[config.mk]
export PLATFORM = sky130hd
export DESIGN_NAME = wdt_supervisor
export DESIGN_NICKNAME = d
export VERILOG_FILES = /design/src/rtl/wdt_pkg.sv /design/src/rtl/wdt_input_qual.sv /design/src/rtl/wdt_limit_sel.sv /design/src/rtl/wdt_supervisor.sv
export SDC_FILE = /design/constraint.sdc
export NUM_CORES = 1
export LEC_CHECK = 0
export ABC_AREA = 1
export CAP_MARGIN = 5
export CORE_ASPECT_RATIO = 0.7
export CORE_MARGIN = 2
export CORE_UTILIZATION = 50
export CTS_CLUSTER_DIAMETER = 60
export CTS_CLUSTER_SIZE = 40
export DETAILED_ROUTE_END_ITERATION = 10
export PLACE_DENSITY = 0.67
export SLEW_MARGIN = 10
export SYNTH_ARGS = -nofsm -noshare
export SYNTH_HDL_FRONTEND = slang
export SYNTH_SLANG_ARGS = --single-unit
[constraint.sdc]
create_clock -name clk -period 5.1 [get_ports clk]
set_clock_uncertainty 0.15 [all_clocks]
set_input_delay 1.02 -clock clk [delete_from_list [all_inputs] [get_ports clk]]
set_output_delay 1.02 -clock clk [all_outputs]
set_load 0.03 [all_outputs]
[src/rtl/wdt_pkg.sv]
package wdt_pkg;
    typedef enum logic [2:0] {
        ST_WAIT_REL,
        ST_STARTUP,
        ST_DISABLED,
        ST_SETUP,
        ST_MONITOR,
        ST_PULSE
    } wdt_state_e;

    function automatic int unsigned max2(input int unsigned a, input int unsigned b);
        return (a > b) ? a : b;
    endfunction
endpackage

[src/rtl/wdt_input_qual.sv]
module wdt_input_qual #(
    parameter int unsigned MINW_CYC = 4
) (
    input  logic clk,
    input  logic rst_n,
    input  logic wdi,
    output logic qual_edge
);
    localparam int unsigned QW = $clog2(MINW_CYC + 1);

    logic          s1, s2, held_lvl;
    logic [QW-1:0] run_cnt;

    always_ff @(posedge clk or negedge rst_n) begin
        if (!rst_n) begin
            s1        <= 1'b0;
            s2        <= 1'b0;
            held_lvl  <= 1'b0;
            run_cnt   <= '0;
            qual_edge <= 1'b0;
        end else begin
            s1        <= wdi;
            s2        <= s1;
            qual_edge <= 1'b0;
            if (s2 == held_lvl) begin
                run_cnt <= '0;
            end else if (run_cnt == QW'(MINW_CYC - 1)) begin
                held_lvl  <= s2;
                run_cnt   <= '0;
                qual_edge <= 1'b1;
            end else begin
                run_cnt <= run_cnt + QW'(1);
            end
        end
    end


    single_edge_chk: assert property (@(posedge clk) disable iff (!rst_n)
        qual_edge |=> !qual_edge);
endmodule

[src/rtl/wdt_limit_sel.sv]
module wdt_limit_sel #(
    parameter int unsigned W  = 8,
    parameter int unsigned V0 = 1,
    parameter int unsigned V1 = 2,
    parameter int unsigned V2 = 3,
    parameter int unsigned V3 = 4
) (
    input  logic [1:0]   sel,
    output logic [W-1:0] lim
);
    always_comb begin
        unique case (sel)
            2'd0:    lim = W'(V0);
            2'd1:    lim = W'(V1);
            2'd2:    lim = W'(V2);
            default: lim = W'(V3);
        endcase
    end
endmodule

[src/rtl/wdt_supervisor.sv]
module wdt_supervisor
    import wdt_pkg::*;
#(
    parameter int unsigned START_T0  = 200,
    parameter int unsigned START_T1  = 8000,
    parameter int unsigned START_T2  = 32000,
    parameter int unsigned START_T3  = 128000,
    parameter int unsigned TMO_T0    = 2000,
    parameter int unsigned TMO_T1    = 8000,
    parameter int unsigned TMO_T2    = 32000,
    parameter int unsigned TMO_T3    = 128000,
    parameter int unsigned PULSE_T   = 200,
    parameter int unsigned SETUP_CYC = 300,
    parameter int unsigned MINW_CYC  = 100
) (
    input  logic       clk,
    input  logic       rst_n,
    input  logic       tick,
    input  logic       sys_rst_act,
    input  logic       wd_en,
    input  logic       wdi,
    input  logic [1:0] start_sel,
    input  logic [1:0] tmo_sel,
    output logic       wdo_n
);
    localparam int unsigned MAXS = max2(max2(START_T0, START_T1), max2(START_T2, START_T3));
    localparam int unsigned MAXT = max2(max2(TMO_T0, TMO_T1), max2(TMO_T2, TMO_T3));
    localparam int unsigned CW   = $clog2(max2(max2(MAXS, MAXT), SETUP_CYC) + 1);
    localparam int unsigned PW   = $clog2(PULSE_T + 1);

    wdt_state_e    state, state_d;
    logic [CW-1:0] cnt, cnt_d, start_lim, tmo_lim;
    logic [PW-1:0] pcnt, pcnt_d;
    logic          qual_edge;

    wdt_input_qual #(.MINW_CYC(MINW_CYC)) u_qual (
        .clk(clk), .rst_n(rst_n), .wdi(wdi), .qual_edge(qual_edge)
    );

    wdt_limit_sel #(.W(CW), .V0(START_T0), .V1(START_T1), .V2(START_T2), .V3(START_T3))
        u_start_lim (.sel(start_sel), .lim(start_lim));

    wdt_limit_sel #(.W(CW), .V0(TMO_T0), .V1(TMO_T1), .V2(TMO_T2), .V3(TMO_T3))
        u_tmo_lim (.sel(tmo_sel), .lim(tmo_lim));

    always_comb begin
        state_d = state;
        cnt_d   = cnt;
        pcnt_d  = pcnt;
        if (sys_rst_act) begin
            state_d = ST_WAIT_REL;
            cnt_d   = '0;
            pcnt_d  = '0;
        end else begin
            unique case (state)
                ST_WAIT_REL: begin
                    state_d = ST_STARTUP;
                    cnt_d   = '0;
                end
                ST_STARTUP: if (tick) begin
                    if (cnt == start_lim - CW'(1)) begin
                        cnt_d   = '0;
                        state_d = wd_en ? ST_MONITOR : ST_DISABLED;
                    end else begin
                        cnt_d = cnt + CW'(1);
                    end
                end
                ST_DISABLED: begin
                    cnt_d = '0;
                    if (wd_en) state_d = ST_SETUP;
                end
                ST_SETUP: begin
                    if (!wd_en) begin
                        state_d = ST_DISABLED;
                    end else if (cnt == CW'(SETUP_CYC - 1)) begin
                        state_d = ST_MONITOR;
                        cnt_d   = '0;
                    end else begin
                        cnt_d = cnt + CW'(1);
                    end
                end
                ST_MONITOR: begin
                    if (!wd_en) begin
                        state_d = ST_DISABLED;
                    end else if (qual_edge) begin
                        cnt_d = '0;
                    end else if (tick) begin
                        if (cnt == tmo_lim - CW'(1)) begin
                            state_d = ST_PULSE;
                            cnt_d   = '0;
                            pcnt_d  = '0;
                        end else begin
                            cnt_d = cnt + CW'(1);
                        end
                    end
                end
                ST_PULSE: begin
                    if (!wd_en) begin
                        state_d = ST_DISABLED;
                        pcnt_d  = '0;
                    end else if (tick) begin
                        cnt_d = cnt + CW'(1);
                        if (pcnt == PW'(PULSE_T - 1)) begin
                            state_d = ST_MONITOR;
                            pcnt_d  = '0;
                        end else begin
                            pcnt_d = pcnt + PW'(1);
                        end
                    end
                end
                default: state_d = ST_WAIT_REL;
            endcase
        end
    end

    always_ff @(posedge clk or negedge rst_n) begin
        if (!rst_n) begin
            state <= ST_WAIT_REL;
            cnt   <= '0;
            pcnt  <= '0;
        end else begin
            state <= state_d;
            cnt   <= cnt_d;
            pcnt  <= pcnt_d;
        end
    end

    always_comb begin
        wdo_n = (state != ST_PULSE);
    end


    sysrst_forces_high_chk: assert property (@(posedge clk) disable iff (!rst_n)
        sys_rst_act |=> wdo_n);

    pulse_from_monitor_chk: assert property (@(posedge clk) disable iff (!rst_n)
        $fell(wdo_n) |-> $past(state) == ST_MONITOR);

    pulse_len_chk: assert property (@(posedge clk) disable iff (!rst_n)
        (state == ST_PULSE) |-> (pcnt < PW'(PULSE_T)));

    disabled_high_chk: assert property (@(posedge clk) disable iff (!rst_n)
        (!wd_en && !sys_rst_act) |=> wdo_n);
endmodule

==> impl_metrics.yaml <==
route:
  dr.first_iter.drc_count: 210
  route.vias.total: 2761
  route.detailed.drc: 0
  vias_per_cell: 5.13
  detail-route-antenna-nets: 0
  drt_wl_total_um: 7060
  firstDrtPassIters: 5
  wire_per_inst_um: 13.1
clock_tree:
  cts_inserted_buffers: 5
  worst_skew_pair.late_latency_ns: 0.29
  clock_tree.root_cell: "clkbuf_8"
  number_of_hold_buffers_added_after_cts: 0
  tritoncts_num_sinks: 39
  worst_setup_hold_path_clk_slew_ns: 0.09
  postCtsSetupRepairBufs: 0
  post_cts_resized: 0
  clk_path_buf_depth: 2
  cts_tree: "yes"
  htree_levels: 2
floorplan:
  core_area_sq_um: 5780
  die-width_um: 96.9
  initial_utilization_pct: 52.2
  num_io_pins: 11
  core.rowCount: 23
  fp.dieArea_sq_um: 6690
  dieHeight_um: 69.0
sta:
  worst_pin_slew_ns: 0.902
  grt_setup_unrepaired: "no"
  slew_headroom_pct: 39.9
  finalCritPeriodShare_pct: 60.4
  max_freq_ghz: 0.325
  fin_crit_ns: 3.08
  final_hold_viol_count: 0
  timing.final.max_slew_violations: 0
  final_number_of_setup_violating_endpoints: 0
  timing.setup.tns_ns: 0
yosys:
  post_synth_main_area_contributors: "dfrtp_1, nand2_1, inv_1"
  synth_edf_count: 0
  synthCells: 457
  most_frequently_used_flop_master_after_synthesis: "dfrtp_1"
  number_of_flip_flops_and_latches_in_the_synthesized_netlist: 39
  seq_area_frac_synth_pct: 32.3
  async_reset_ff_share_pct: 100
  synth.distinct_cells: 30
  synth.largest_area_cell: "dfrtp_1"
  synth_common_cells: "nand2_1, inv_1, nor2_1"
  synthesis.yosys.warnings: 0
  post_synth.cell_area_avg_sq_um: 6.61
  post_syn_nets: 482
  synth_most_common_cell: "nand2_1"
  synth_area_sq_um: 3020
  yosysTopAreaCellShare_pct: 32.3
critical_path:
  crit_path_start_kind: "register"
  worst_ep_arrival_time_ns: 1.91
  worst-setup-path-type: "register to primary output"
  data_required_time_of_the_worst_path_ns: 3.93
  end_kind: "primary output"
  critPathMaxFanout: 6
run:
  drv.max_cap_violation_count: 0
grt:
  antenna_found_initial: 0
  groute.usage.overall_pct: 21.8
  first_global_vias: 2465
  global_route_wire_length_before_repair_um: 12000
  grt_overflow: 0
  grt_max_degree: 40
status:
  run_status: "finished clean"
final_layout:
  antenna_cells: 0
  design.final.nets: 487
  drive_above_1_share_pct: 6.26
  area_growth_from_synthesis_to_layout_pct: 8.07
min_path:
  worstHoldPathType: "register to register"
placed_design:
  finalWeightedCongestion: 0.943
  buffer_ports.inserted: 10
  post-dp-hpwl_um: 5180
pwr:
  cellPowerDensity_nw_per_um2: 262
  vdd_ir_drop_max_mv: 0.213
  p_total_mw: 0.856
  power.static_leakage_nw: 1.65
==> routing by layer <==
layer,share of wire (%),GRT usage [%],wire length [um],up-vias
li1,-,-,-,1440
met3,8.8,5.58,623,4
met1,53,36.0,3760,1221
met2,37,28.2,2650,96
met4,0.48,3.13,34,0
met5,0,0,0,-
==> flip-flops by register name, summed over array words and instances (netlist names) <==
register          flops
u_qual.s2             1
u_qual.qual_edge      1
cnt                  17
u_qual.s1             1
u_qual.held_lvl       1
pcnt                  8
state                 3
u_qual.run_cnt        7
==> where the power goes <==
part           total [mW]  internal, mW  switching, mW  leakage (nW)
combinational       0.222        0.0680          0.154          1.06
sequential          0.351         0.326         0.0249         0.535
clock               0.283         0.161          0.122        0.0618
total               0.856         0.556          0.301          1.65
==> final timing paths <==
check | start | end | slack [ns] | cells after the start
min in group asynchronous | rst_n | state[2]$_DFFE_PN0P_ | 0.70 | 1
max in group asynchronous | rst_n | pcnt[2]$_DFFE_PN0P_ | 3.54 | 1
worst min register to register | u_qual.s1$_DFF_PN0_ | u_qual.s2$_DFF_PN0_ | 0.20 | 0
worst max-delay path | state[0]$_DFFE_PN0P_ | wdo_n | 2.02 | 4
worst min-delay path | u_qual.s1$_DFF_PN0_ | u_qual.s2$_DFF_PN0_ | 0.20 | 0
worst max register to register | cnt[0]$_DFFE_PN0P_ | cnt[12]$_DFFE_PN0P_ | 2.82 | 10
==> critical path: stages, from the launching register on <==
cell and delay (ns):
dfrtp_1 0.50, inv_1 0.13, nor2_2 0.25, inv_2 0.12, clkdlybuf4s50_1 0.61
==> stage by stage <==
step | util (%) | worst slack, ns | instance area, sq um | hold WS (ns) | instances
floorplan | - | 2.57 | 3020 | 0.181 | 457
global placement | 54.4 | 1.82 | 3140 | 0.183 | 530
detailed placement | 54.4 | 1.77 | 3140 | 0.185 | 530
CTS | 56.5 | 2.03 | 3270 | 0.205 | 538
global route | 56.5 | 1.90 | 3270 | 0.216 | 538
finish | 56.5 | 2.02 | 3270 | 0.204 | 538
==> cell type report <==
type / instances / area (sq um)
Clock buffer: 6 / 82.6
Clock inverter: 2 / 38.8
Fill cell: 567 / 2520
Inverter: 63 / 236
Multi-Input combinational cell: 343 / 1740
Sequential cell: 39 / 976
Tap cell: 75 / 93.8
Timing Repair Buffer: 10 / 95.1
==> cells in the final DEF (no fill, tap or decap), types with 5 or more instances in the layout <==
cell type / count
a21oi_1: 12
clkbuf_8: 6
clkdlybuf4s50_1: 9
dfrtp_1: 39
ha_1: 15
inv_1: 59
nand2_1: 144
nand2_2: 5
nand3_1: 27
nand4_1: 14
nor2_1: 53
nor3_1: 12
o21ai_0: 10
o21ai_1: 8
xnor2_1: 5
xor2_1: 16
==> kinds of logic after synthesis <==
kind of cell | Yosys count | share of synthesized area [%]
buffers and inverters | 75 | 10.0
AO/OA/AOI/OAI | 38 | 6.87
adder cells (fa/ha/maj) | 15 | 6.21
multiplexers | 1 | 0.373
AND/OR/NAND/NOR | 268 | 38.1
flip-flops | 39 | 32.3
XOR/XNOR | 21 | 6.09
No activity file was read; power rests on OpenSTA's default activity.
